`src/rtl/tsw_pkg.sv`:
```
`timescale 1ns/1ps
// Package: shared types for the task switch trigger.
// Assumes: nothing beyond IEEE 1800-2017.
package tsw_pkg;

    // Kind of switch decided in a slot.
    typedef enum logic [1:0] {
        SW_NONE    = 2'd0,
        SW_YIELD   = 2'd1,
        SW_PREEMPT = 2'd2
    } sw_kind_e;

endpackage

```
`src/rtl/tsw_insn_counter.sv`:
```
`timescale 1ns/1ps
// Module: tsw_insn_counter
// Counts executed instructions since the last switch, saturating at its
// maximum so that a due preemption can never be lost by wrap-around.
// Assumes: clear_i has priority over tick_i in the same cycle.
module tsw_insn_counter #(
    parameter int CNT_W = 16
) (
    input  logic             clk,
    input  logic             rst_n,
    input  logic             tick_i,
    input  logic             clear_i,
    output logic [CNT_W-1:0] count_o
);

    localparam logic [CNT_W-1:0] CNT_MAX = {CNT_W{1'b1}};

    logic [CNT_W-1:0] count_q;
    logic [CNT_W-1:0] count_d;
    logic             at_max;

    // Flag the saturation point.
    always_comb at_max = (count_q == CNT_MAX);

    // Next count: clear on switch, else saturating increment on tick.
    always_comb begin
        count_d = count_q;
        if (clear_i) begin
            count_d = '0;
        end else if (tick_i && !at_max) begin
            count_d = count_q + 1'b1;
        end
    end

    // Count register with synchronous reset.
    always_ff @(posedge clk) begin
        if (!rst_n) begin
            count_q <= '0;
        end else begin
            count_q <= count_d;
        end
    end

    assign count_o = count_q;

endmodule

```
`src/rtl/tsw_switch_arbiter.sv`:
```
`timescale 1ns/1ps
// Module: tsw_switch_arbiter
// Combinational decision for one instruction slot: preemption, yield or
// nothing. Preemption outranks the yield that would have executed.
// Assumes: count_i is the number of instructions executed since the last
// switch, excluding the one in the current slot.
module tsw_switch_arbiter
    import tsw_pkg::*;
#(
    parameter int CNT_W = 16
) (
    input  logic [CNT_W-1:0] count_i,
    input  logic [CNT_W-1:0] interval_i,
    input  logic             insn_valid_i,
    input  logic             yield_i,
    input  logic             irq_active_i,
    input  logic             mt_enable_i,
    input  logic             single_task_i,
    output sw_kind_e         kind_o
);

    logic interval_on;
    logic reached;
    logic may_switch;
    logic preempt_go;
    logic yield_go;

    // Preemption is armed only for a non-zero interval.
    always_comb interval_on = (interval_i != '0);

    // Count has met or passed the interval.
    always_comb reached = interval_on && (count_i >= interval_i);

    // A switch needs a live slot, multitasking on and another task to run.
    always_comb may_switch = insn_valid_i && mt_enable_i && !single_task_i;

    // Preemption fires on a due slot outside interrupt service.
    always_comb preempt_go = may_switch && reached && !irq_active_i;

    // Yield fires on a decoded yield in a live slot.
    always_comb yield_go = may_switch && yield_i;

    // Priority encode the slot outcome.
    always_comb begin
        if (preempt_go) begin
            kind_o = SW_PREEMPT;
        end else if (yield_go) begin
            kind_o = SW_YIELD;
        end else begin
            kind_o = SW_NONE;
        end
    end

endmodule

```
`src/rtl/tsw_resume_select.sv`:
```
`timescale 1ns/1ps
// Module: tsw_resume_select
// Registers the switch pulse and picks the resume address: the slot's own
// address for a preemption, the following address for a yield.
// Assumes: kind_i is SW_NONE in every cycle without a switch.
module tsw_resume_select
    import tsw_pkg::*;
#(
    parameter int PC_W = 20
) (
    input  logic            clk,
    input  logic            rst_n,
    input  sw_kind_e        kind_i,
    input  logic [PC_W-1:0] cur_pc_i,
    input  logic [PC_W-1:0] next_pc_i,
    output logic            switch_o,
    output logic [PC_W-1:0] resume_pc_o
);

    logic [PC_W-1:0] pick_pc;
    logic            switch_q;
    logic [PC_W-1:0] resume_q;

    // Choose the address the outgoing task resumes from.
    always_comb pick_pc = (kind_i == SW_PREEMPT) ? cur_pc_i : next_pc_i;

    // Pulse register and held resume address.
    always_ff @(posedge clk) begin
        if (!rst_n) begin
            switch_q <= 1'b0;
            resume_q <= '0;
        end else begin
            switch_q <= (kind_i != SW_NONE);
            if (kind_i != SW_NONE) begin
                resume_q <= pick_pc;
            end
        end
    end

    assign switch_o    = switch_q;
    assign resume_pc_o = resume_q;

endmodule

```
`src/rtl/task_switch_trigger.sv`:
```
`timescale 1ns/1ps
// Module: task_switch_trigger
// Top of the switch trigger: instruction counter, slot arbiter and resume
// register. Emits a one-cycle switch pulse and the resume address.
// Assumes: one instruction slot per cycle at most; the context store acts
// on switch_o and resume_pc_o one clock after the deciding slot.
module task_switch_trigger
    import tsw_pkg::*;
#(
    parameter int CNT_W = 16,
    parameter int PC_W  = 20
) (
    input  logic             clk,
    input  logic             rst_n,
    input  logic             insn_valid_i,
    input  logic             yield_i,
    input  logic             irq_active_i,
    input  logic [CNT_W-1:0] interval_i,
    input  logic             mt_enable_i,
    input  logic             single_task_i,
    input  logic [PC_W-1:0]  cur_pc_i,
    input  logic [PC_W-1:0]  next_pc_i,
    output logic             switch_o,
    output logic [PC_W-1:0]  resume_pc_o
);

    logic [CNT_W-1:0] insn_count;
    sw_kind_e         slot_kind;
    logic             slot_switch;

    // Any decided switch clears the count.
    always_comb slot_switch = (slot_kind != SW_NONE);

    tsw_insn_counter #(
        .CNT_W (CNT_W)
    ) counter_i (
        .clk     (clk),
        .rst_n   (rst_n),
        .tick_i  (insn_valid_i),
        .clear_i (slot_switch),
        .count_o (insn_count)
    );

    tsw_switch_arbiter #(
        .CNT_W (CNT_W)
    ) arbiter_i (
        .count_i       (insn_count),
        .interval_i    (interval_i),
        .insn_valid_i  (insn_valid_i),
        .yield_i       (yield_i),
        .irq_active_i  (irq_active_i),
        .mt_enable_i   (mt_enable_i),
        .single_task_i (single_task_i),
        .kind_o        (slot_kind)
    );

    tsw_resume_select #(
        .PC_W (PC_W)
    ) resume_i (
        .clk         (clk),
        .rst_n       (rst_n),
        .kind_i      (slot_kind),
        .cur_pc_i    (cur_pc_i),
        .next_pc_i   (next_pc_i),
        .switch_o    (switch_o),
        .resume_pc_o (resume_pc_o)
    );

endmodule

```
`config.mk`:
```
export PLATFORM = sky130hd
export DESIGN_NAME = task_switch_trigger
export DESIGN_NICKNAME = d
export VERILOG_FILES = /design/src/rtl/tsw_pkg.sv /design/src/rtl/tsw_insn_counter.sv /design/src/rtl/tsw_switch_arbiter.sv /design/src/rtl/tsw_resume_select.sv /design/src/rtl/task_switch_trigger.sv
export SDC_FILE = /design/constraint.sdc
export NUM_CORES = 1
export LEC_CHECK = 0
export ABC_AREA = 1
export BUFFER_PORTS_ARGS = -buffer_cell sky130_fd_sc_hd__clkbuf_2
export CAP_MARGIN = 20
export CORE_UTILIZATION = 50
export DETAILED_ROUTE_END_ITERATION = 6
export PLACE_DENSITY = 0.87
export SLEW_MARGIN = 20
export SYNTH_ARGS = -nofsm -noshare
export SYNTH_HDL_FRONTEND = slang
export SYNTH_SLANG_ARGS = --single-unit
```
`constraint.sdc`:
```
create_clock -name clk -period 2.25 [get_ports clk]
set_clock_uncertainty 0.15 [all_clocks]
set_input_delay 0.1125 -clock clk [delete_from_list [all_inputs] [get_ports clk]]
set_output_delay 0.1125 -clock clk [all_outputs]
set_load 0.02 [all_outputs]
```
Word level (Yosys, flattened, before mapping)

Cells that the tools add are included.

$lt $le $gt $ge: 1
Shift operators: 0
Eq/ne operators: 2
Multipliers: 0
Reduce and logical (&&, ||, !) cells: 13
Div/mod/pow operators: 0
Add/subtract/negate cells: 1
Mux-type cells: 3
Bitwise logic cells: 1

Operators with widths:

| operator              | count |
|---|---|
| $mux 20               | 1 |
| $add 16x1->16 const B | 1 |
| $eq 16x16->1 const B  | 1 |
| $ge 16x16->1          | 1 |
| $reduce_bool 16->1    | 1 |
| $logic_and 1x1->1     | 7 |
| $logic_not 1->1       | 3 |
| $eq 2x2->1 const B    | 1 |
| $mux 2                | 1 |
| $reduce_bool 2->1     | 1 |
| $reduce_or 2->1       | 1 |
| $mux 1                | 1 |
| $not 1->1             | 1 |

Memory bits (read-only): 0
RAM bits: 0
Bits of input ports: 63
Output and inout bits: 21
Bits in latches: 0
Memories kept: 0
Bits in registers: 37

Logic depth before layout (Yosys ltp)

Gate-level depths: netlist (run 1).

Word-level depth: 7
Gate-level depth with buffers: 17
Depth with buffers taken out: 16

Cells and area by module

From an unflattened synthesis (run 1), not the netlist that was laid out.

Cells, all modules: 407
Area, all modules: 2533.7 um2

By module, submodules not included:

| module              | instances | cells an instance | sequential area each (um2) | area an instance (um2) |
|---|---|---|---|---|
| tsw_insn_counter    | 1         | 158               | 320.3                      | 991.0 |
| tsw_resume_select   | 1         | 155               | 420.4                      | 991.0 |
| tsw_switch_arbiter  | 1         | 91                | 0.0                        | 540.5 |
| task_switch_trigger | 1         | 3                 | 0.0                        | 11.3 |

Least setup slack after synthesis (run 1)

Ideal clock, no wire load.

Kind: flip-flop to flip-flop
Start point: reg counter_i.count_q[15], in the netlist counter_i.count_o[15]
End point: reg resume_i.resume_q[0], in the netlist resume_i.resume_pc_o[0]
Stages on the path, launching flop included: 13
Arrival: 1.597 ns
Library setup time: 0.058 ns
Slack: 0.445 ns
Path through: dfxtp_1 -> ha_1 -> nand2_1 -> o21bai_1 -> nand2_1 -> a21oi_2 -> nand3_2 -> nand2_2 -> nand3_4 -> inv_2 -> buf_4 -> nand2_1 -> nand2_1

Longest elaborated chain between the ends: 7

RTL lines:

| what                                | RTL line                 | text |
|---|---|---|
| start, declared                     | tsw_insn_counter.sv:18   | `logic [CNT_W-1:0] count_q;` |
| start signal, assigned              | tsw_insn_counter.sv:40   | `count_q <= count_d;` |
| $ge 16x16->1 (*)                    | tsw_switch_arbiter.sv:32 | `always_comb reached = interval_on && (count_i >= interval_i);` |
| $logic_and 1x1->1 (*)               | tsw_switch_arbiter.sv:32 |  |
| $logic_and 1x1->1 (*) (2 in series) | tsw_switch_arbiter.sv:38 | `always_comb preempt_go = may_switch && reached && !irq_active_i;` |
| $mux 2 (*)                          | tsw_switch_arbiter.sv:45 | `if (preempt_go) begin` |
| $eq 2x2->1                          | tsw_resume_select.sv:25  | `always_comb pick_pc = (kind_i == SW_PREEMPT) ? cur_pc_i : next_pc_i;` |
| $mux 20                             | tsw_resume_select.sv:25  |  |
| end signal, assigned                | tsw_resume_select.sv:35  | `resume_q <= pick_pc;` |
| end, declared                       | tsw_resume_select.sv:22  | `logic [PC_W-1:0] resume_q;` |

Mark *: on every way between the ends. The rest lies on a longest branch, timed or not.
A chain may end at the register's enable or synchronous reset.

Worst setup path after layout (run 1)

Start point: reg counter_i.count_q[13], in the netlist counter_i.count_o[13]
End point: reg resume_i.resume_q[8], in the netlist resume_i.resume_pc_o[8]

The elaborated chain is that of the path after synthesis.

==> results.yml, run 1 <==
job:
  drv_cap: 0
logic_synthesis:
  synth_cell_types: 29
  synth-seq-cells: 37
  yosys.area_share.simple_pct: 41.8
  synth_top_area_share_pct: 31.7
  syn_area_per_cell_um2: 6.45
  synth_top_family_by_area: "simple AND/OR/NAND/NOR gates"
  synth_area_um2: 2330
  yosysWarnings: 0
  syn-num-nets: 442
  synth_area_leader_cell: "dfxtp_1"
  synth-seq-area-share_pct: 31.7
  netlist_instances: 362
  synth_compound_area_share_pct: 4.83
  yosys-top-cells-area: "dfxtp_1 32%, nand2_1 25%, ha_1 9.1%"
  synthAdderAreaFrac_pct: 9.12
  synth_mux_area_share_pct: 0
  synth_xor_area_share_pct: 3.38
final_layout:
  nNetsFinal: 566
  layout-drive-gt1-share_pct: 25.5
  stdcell_count: 538
  nFillCells: 290
  mostFrequentLayoutCell: "nand2_1"
  layout_common_cells: "157 x nand2_1, 83 x clkbuf_2, 35 x dfxtp_1"
  n_antenna_cell: 0
  area_growth_pct: 41.7
route:
  num_vias: 2983
  ant_nets: 0
  firstDrtPassIters: 6
  routedWlPerCell_um: 15.2
  wl_met3_um: 619
  drtIter0Drc: 380
  wl_met1_um: 2970
  routed_wl_um: 8160
  wl_met2_um: 4010
  drcViolationCount: 0
  vias_per_cell: 5.54
  highest_layer: "met4"
timing:
  slew_violations: 0
  final-setup-viol-count: 3
  max_slew.worst_pin.slew_ps: 341
  relSlewSlack_pct: 77.2
  tns_ps: -56.8
  period_needed_ps: 2270
  fin_crit_sh_pct: 101
  hold_slack_ps: -16.8
  hold_viol: 3
  fmax_ghz: 0.440
  fin_ws_ps: -22.0
floorplanning:
  start_util_pct: 52.9
  dieArea_um2: 4940
  ios: 84
  core-area_um2: 4410
  fp.dieW_um: 70.3
  dieHeight_um: 70.3
  rows: 24
setup_path:
  start_kind: "register"
  cpMostUsedCell: "nand2_1"
  crit_type: "register to register"
  crit_chain: "ha_1, nand2_1, inv_1, o21bai_1, nand2_1, a21oi_2, nand3_2, nand2_4, nand3_4, inv_6, nand2_1, nand2_1"
  cp_max_fo: 20
  worst-path-buf-inv: 2
  worstSetupEndpointType: "register"
  cp.arrival_ps: 2370
  crit_slowest_cell: "dfxtp_2"
  reg2reg_depth: 12
  cp_num_cells: 12
  required_ps: 2340
  cp_top_family: "simple AND/OR/NAND/NOR gates"
  cp_slowest_stage_delay_ps: 360
power:
  ir_drop_uv: 330
  p_leak_nw: 1.81
  power.density_nw_per_um2: 449
global_route:
  grt_pass1_vias: 2766
  grt_antenna_before_repair: 0
  overflow: 0
  grt_max_degree: 21
  track_usage_pct: 31.3
  grt_pass1_wl_um: 12400
cts:
  clock-sinks: 37
  numCtsBuffers: 5
  clk_latency_ps: 300
  cts_tree: "built"
  clkTransAtPathRegs_ps: 80
  cts_buffer_depth: 2
  htreeDepth: 2
  clockRootBuffer: "clkbuf_8"
place:
  hpwl_um: 4730
  place_congestion: 0.954
  placed_cells: 498
  port_buffers: 83
worst_hold_path:
  hold_path_class: "primary input to register"
  worstHoldPathCells: 5
outcome:
  outcome: "finished with violations"
  violations: "negative hold slack, negative setup slack"
tightest hold or removal path: stages:
cell and delay, ps:
clkbuf_2 80, nand3_1 60, nand2_1 70, nand2_1 40, nand2_1 40
flip-flops by register name, indices dropped and copies added (netlist names):
register              count
resume_i.resume_pc_o     20
counter_i.count_o        16
resume_i.switch_o         1
stage by stage:
stage	hold WS, ps	setup slack, ps	utilization (%)	power, mW	area [um2]
finish	-16.8	-22.0	74.9	1.48	3310
global route	12.3	-193	74.9	1.52	3310
CTS	1.49	42.3	73.6	1.45	3250
detailed placement	247	-9.85	64.6	0.859	2850
global placement	245	120	64.6	0.854	2850
floorplan	141	445	-	0.778	2330
area by class of cell:
| cell class | instances | area, um2 | share of cell area (%) |
|---|---|---|---|
| multi-input cells | 276 | 1400 | 42.3 |
| repair buffers | 129 | 852 | 25.8 |
| flip-flops and latches | 37 | 743 | 22.5 |
| inverters | 37 | 144 | 4.35 |
| clock buffers | 5 | 68.8 | 2.08 |
| well taps | 52 | 65.1 | 1.97 |
| clock inverters | 2 | 35.0 | 1.06 |
metal layers:
layer | global-route usage [%] | up-vias
met1 | 33.6 | 1338
li1 | - | 1380
met3 | 5.48 | 65
met2 | 56.3 | 200
met4 | 19.3 | 0
met5 | 0 | -
worst paths after layout:
check,start,to,slack (ps)
worst max-delay path,counter_i.count_o[13],resume_i.resume_pc_o[8],-20
worst min-delay path,cur_pc_i[10],resume_i.resume_pc_o[10],-20
worst max register to register,counter_i.count_o[13],resume_i.resume_pc_o[8],-20
worst min register to register,resume_i.resume_pc_o[14],resume_i.resume_pc_o[14],300
cells in the mapped netlist:
cell type,number
nor4b_1,1
buf_2,5
inv_1,34
nor2_1,23
a21o_1,1
nor2_2,2
nand3_1,31
nor3_2,3
buf_4,4
or2_1,1
xor2_1,8
dfxtp_1,37
buf_6,1
o21ai_0,1
nand2_2,2
nor4_1,1
inv_2,3
a21oi_1,15
a21oi_2,2
ha_1,17
nand3_4,1
or2_2,1
clkbuf_1,2
nand2_1,157
nor3_1,2
nand4_1,4
nand3_2,1
xnor2_1,1
o21bai_1,1
power by group:
group | switching, mW | internal, mW
Combinational | 0.120 | 0.115
Clock | 0.255 | 0.322
Sequential | 0.00719 | 0.665
Total | 0.382 | 1.10
cells by family (layout without fill, tap and decap cells):
| group | Yosys count | count (layout) |
|---|---|---|
| AOI/OAI and AO/OA | 20 | 20 |
| xor gates and xnor gates | 9 | 9 |
| adders and majority gates | 17 | 17 |
| buffers and inverters | 49 | 173 |
| DFF | 37 | 37 |
| and+or+nand+nor | 230 | 230 |
what timing repair did:
| item | 4_1_cts | 5_1_grt |
|---|---|---|
| hold buffers | 29 | 1 |
| resized for setup | 1 | 7 |
| buffers inserted | 0 | 3 |
| pin swaps | 0 | 1 |
| setup endpoints to repair | 20 | 29 |
| hold endpoints to repair | 20 | 1 |
Power figures use the tool's default switching activity.
==> inputs of run 2 (changes only) <==
- BUFFER_PORTS_ARGS: -buffer_cell sky130_fd_sc_hd__clkbuf_2 -> -buffer_cell sky130_fd_sc_hd__buf_2
==> run 2 against run 1 <==
Net effect:
- the flow still finishes with violations (negative hold slack, negative setup slack)
- die area unchanged
- global-route usage increased by 1.1 points
- routed wire length increased by 18%
- sequential cell count unchanged
- via count increased by 7.7%
- combinational power increased by 8%
- register-to-register slack got worse by 120 ps
- fmax decreased by 5.0%
- worst setup slack got worse by 120 ps
- sequential power about the same
- critical path type unchanged
- largest cell class unchanged
==> results.yml, run 2 (synthesis results as in run 1) <==
global_route:
  grt_pass1_vias: 2777
  grt_antenna_before_repair: 0
  grt_pass1_wl_um: 12600
  track_usage_pct: 32.5
  overflow: 0
  grt_max_degree: 21
cts:
  numCtsBuffers: 5
  cts_buffer_depth: 2
  cts_tree: "built"
  clkTransAtPathRegs_ps: 80
  clockRootBuffer: "clkbuf_8"
  clock-sinks: 37
  clk_latency_ps: 300
  htreeDepth: 2
final_layout:
  layout_common_cells: "155 x nand2_1, 83 x buf_2, 33 x inv_1"
  nFillCells: 249
  area_growth_pct: 47.2
  nNetsFinal: 571
  largest_register_ffs: 20
  design_area_um2: 3430
  final_util_pct: 77.8
  n_antenna_cell: 0
  seq_area_um2: 748
  multiInputGateArea_um2: 1440
  stdcell_count: 543
  mostFrequentLayoutCell: "nand2_1"
  layout-drive-gt1-share_pct: 28.5
place:
  place_ws_ps: -14.2
  place_area_um2: 2850
  placed_cells: 498
  place_congestion: 0.929
  port_buffers: 83
  hpwl_um: 4720
worst_hold_path:
  worstHoldPathCells: 5
  worstHoldStart: "cur_pc_i[6]"
  hold_path_class: "primary input to register"
  holdPathEnd: "resume_i.resume_pc_o[6]"
power:
  power_mw: 1.51
  power.density_nw_per_um2: 439
  p_leak_nw: 1.87
  ir_drop_uv: 285
timing:
  period_needed_ps: 2390
  final-setup-viol-count: 16
  max_slew.worst_pin.slew_ps: 366
  fin_ws_ps: -141
  fin_crit_sh_pct: 106
  fmax_ghz: 0.418
  tns_ps: -786
  hold_slack_ps: -9.15
  relSlewSlack_pct: 75.3
  slew_violations: 0
  hold_viol: 1
setup_path:
  start_kind: "register"
  cp_top_family: "simple AND/OR/NAND/NOR gates"
  cp_slowest_stage_delay_ps: 390
  cp_max_fo: 5
  r2r-end: "resume_i.resume_pc_o[19]"
  worst-path-buf-inv: 2
  r2r-start: "counter_i.count_o[11]"
  cp.arrival_ps: 2470
  required_ps: 2330
  reg2reg_depth: 12
  crit_chain: "ha_4, nand2_1, inv_2, nand3_2, nor3_4, nand2_1, nand3_2, nand2_4, a21oi_4, clkbuf_16, nand2_1, nand2_1"
  crit_slowest_cell: "a21oi_4"
  cpMostUsedCell: "nand2_1"
  r2r_setup_slack_ps: -140
  crit_type: "register to register"
  worstSetupEndpointType: "register"
outcome:
  outcome: "finished with violations"
  violations: "negative hold slack, negative setup slack"
route:
  drtIter0Drc: 494
  drcViolationCount: 0
  firstDrtPassIters: 7
  num_vias: 3212
  routed_wl_um: 9670
  routedWlPerCell_um: 17.8
  vias_per_cell: 5.92
  ant_nets: 0
job:
  drv_cap: 0
floorplanning:
  dieArea_um2: 4940
  rows: 24
  core-area_um2: 4410
  fp.dieW_um: 70.3
  ios: 84
  start_util_pct: 52.9
  dieHeight_um: 70.3
run 2: tightest hold or removal path: stages:
cell and delay (ps):
buf_2 80, nand3_1 60, nand2_1 70, nand2_1 50
nand2_1 50
run 2: where the power goes:
group	switching, mW	total [mW]	internal (mW)
Sequential	0.00796	0.673	0.665
Combinational	0.132	0.253	0.121
Clock	0.260	0.582	0.323
run 2: metal layers:
layer  GRT usage (%)  up-vias  part of all wire [%]
met1            33.9     1387                    33
met5               0        -                     0
met3            6.64      116                    11
li1                -     1386                     -
met2            57.0      323                    45
met4            23.6        0                    11
run 2: final cells by class:
type	instances	share of cell area (%)
Inverter	37	4.26
Clock buffer	5	2.00
Sequential cell	37	21.8
Timing Repair Buffer	134	27.0
Clock inverter	2	1.02
Tap cell	52	1.89
Multi-Input combinational cell	276	42.0
run 2: worst max path at each step:
| stage | slack, ps | to | startpoint | cells after the start |
|---|---|---|---|---|
| 6_report | -140 | resume_i.resume_pc_o[19] | counter_i.count_o[11] | 12 |
| 5_1_grt | -260 | resume_i.resume_pc_o[19] | counter_i.count_o[1] | 14 |
| 4_1_cts | 20 | resume_i.resume_pc_o[8] | counter_i.count_o[14] | 11 |
| 3_5_place_dp | -10 | resume_i.resume_pc_o[8] | counter_i.count_o[14] | 11 |
| 3_3_place_gp | 130 | resume_i.resume_pc_o[12] | counter_i.count_o[13] | 12 |
| 2_1_floorplan | 440 | resume_i.resume_pc_o[0] | counter_i.count_o[15] | 12 |
run 2: what timing repair did:
item / CTS / global route
endpoints found under the setup margin: 20 / 28
hold buffers: 30 / 0
hold endpoints to repair: 20 / 0
buffers inserted: 0 / 6
resized for setup: 1 / 21
gates cloned: 0 / 2
pin swaps: 0 / 7
==> inputs of run 3 (changes only) <==
- ABC_CLOCK_PERIOD_IN_PS: default -> 2600
- clock period: 2.25 -> 2.6 ns (I/O delays scaled with it)
==> run 3 against run 2 <==
Net effect:
- the run now ends clean
- critical path depth fell by 1
- largest power group is now clock
- worst setup slack improved by 350 ps
- clock power grew 3%
==> results.yml, run 3 (synthesis results as in run 1) <==
route:
  firstDrtPassIters: 5
  routedWlPerCell_um: 12.7
  drcViolationCount: 0
  ant_nets: 0
  vias_per_cell: 5.17
  routed_wl_um: 6550
  drtIter0Drc: 251
  num_vias: 2669
final_layout:
  mostFrequentLayoutCell: "nand2_1"
  layout_common_cells: "157 x nand2_1, 83 x buf_2, 37 x dfxtp_1"
  layout-drive-gt1-share_pct: 23.9
  largest_register_ffs: 20
  nNetsFinal: 543
  multiInputGateArea_um2: 1380
  n_antenna_cell: 0
  design_area_um2: 3090
  area_growth_pct: 32.5
  seq_area_um2: 741
  nFillCells: 332
place:
  hpwl_um: 4310
  place_congestion: 0.843
  port_buffers: 83
  place_area_um2: 2780
cts:
  clk_latency_ps: 290
  cts_buffer_depth: 2
  cts_tree: "built"
  cts_resized: 0
  numCtsBuffers: 5
  clkTransAtPathRegs_ps: 80
  postCtsSetupRepairBufs: 0
  clock-sinks: 37
  clockRootBuffer: "clkbuf_8"
  htreeDepth: 2
global_route:
  grt_pass1_vias: 2507
  grt_max_degree: 21
  track_usage_pct: 27.0
  grt_pass1_wl_um: 10700
  overflow: 0
  grt_antenna_before_repair: 0
floorplanning:
  fp.dieW_um: 70.3
  core-area_um2: 4410
  start_util_pct: 52.9
  dieArea_um2: 4940
  ios: 84
  rows: 24
  dieHeight_um: 70.3
timing:
  max_slew.worst_pin.slew_ps: 409
  relSlewSlack_pct: 72.7
  fmax_ghz: 0.418
  rsz0062_at_grt: "false"
  final-setup-viol-count: 0
  hold_viol: 0
  hold_slack_ps: 2.53
  fin_crit_sh_pct: 92.0
  slew_violations: 0
  period_needed_ps: 2390
  tns_ps: 0
setup_path:
  start_kind: "register"
  cp.arrival_ps: 2470
  cpMostUsedCell: "nand2_1"
  cp_max_fo: 20
  worstSetupEndpointType: "register"
  r2r_setup_slack_ps: 210
  worst-path-buf-inv: 1
  cp_slowest_stage_delay_ps: 430
  crit_slowest_cell: "dfxtp_1"
  crit_type: "register to register"
  required_ps: 2680
  crit_chain: "ha_1, nand2_1, o21bai_1, nand2_1, a21oi_2, nand3_2, nand2_2, nand3_4, inv_2, nand2_1, nand2_1"
  cp_top_family: "simple AND/OR/NAND/NOR gates"
power:
  p_leak_nw: 1.71
  seqPwrFrac_pct: 43.1
  p_sw_mw: 0.311
  p_int_mw: 1.04
  netSwitchingFraction_pct: 23.1
  ir_drop_uv: 322
  p_clk_share_pct: 44.4
  power.density_nw_per_um2: 436
  combPwrFrac_pct: 12.6
  power_mw: 1.35
job:
  drv_cap: 0
worst_hold_path:
  hold_path_class: "primary input to register"
outcome:
  outcome: "completed"
[run 3: cell types whose count changed in the layout (fill, tap and decap cells not counted), sizes merged]
cell         delta
buf            -14
dlygate4sd3    -12
bufinv          +1
clkbuf          -2
[run 3: stage by stage]
| step | utilization [%] | instances | setup slack [ps] |
|---|---|---|---|
| detailed placement | 62.9 | 490 | 338 |
| CTS | 70.0 | 516 | 305 |
| global route | 70.0 | 516 | 21.8 |
| floorplan | - | 362 | 795 |
| global placement | 62.9 | 490 | 413 |
| finish | 70.0 | 516 | 208 |
[run 3: path summary, 6_finish.rpt]
path,startpoint,to,depth (start not counted)
worst min-delay path,cur_pc_i[13],resume_i.resume_pc_o[13],5
worst min register to register,resume_i.resume_pc_o[11],resume_i.resume_pc_o[11],2
worst max-delay path,counter_i.count_o[14],resume_i.resume_pc_o[10],11
worst max register to register,counter_i.count_o[14],resume_i.resume_pc_o[10],11
[run 3: power groups by stage]
stage / registers, mW / clock network, mW / logic, mW
after global routing: 0.582 / 0.624 / 0.189
after detailed placement: 0.594 / 0 / 0.143
after CTS: 0.581 / 0.595 / 0.165
after global placement: 0.594 / 0 / 0.139
final: 0.581 / 0.599 / 0.169
after floorplan: 0.603 / 0 / 0.0705
[run 3: layer usage]
metal / global-route usage, % / share of wire (%) / up-vias
li1: - / - / 1338
met1: 31.4 / 40 / 1198
met2: 47.0 / 51 / 111
met3: 5.34 / 5.1 / 22
met4: 13.1 / 3.1 / 0
met5: 0 / 0 / -
[run 3: cell type report]
cell class	instances	area share, %
Sequential cell	37	24.0
Multi-Input combinational cell	276	44.6
Clock inverter	3	2.10
Tap cell	52	2.10
Clock buffer	5	2.23
Timing Repair Buffer	106	20.5
Inverter	37	4.49
[run 3: what timing repair did]
| item | 4_1_cts | 5_1_grt |
|---|---|---|
| hold buffers | 18 | 0 |
| hold endpoints to repair | 18 | 0 |
| setup endpoints to repair | 0 | 0 |
[run 3: worst reg2reg max path: cells and delay by family, from the launching register on]
family / cells / cell delay (ps)
adder cells (fa/ha/maj): 1 / 270
flip-flops: 1 / 430
AO/OA/AOI/OAI: 2 / 250
buffers and inverters: 1 / 330
AND/OR/NAND/NOR: 7 / 900
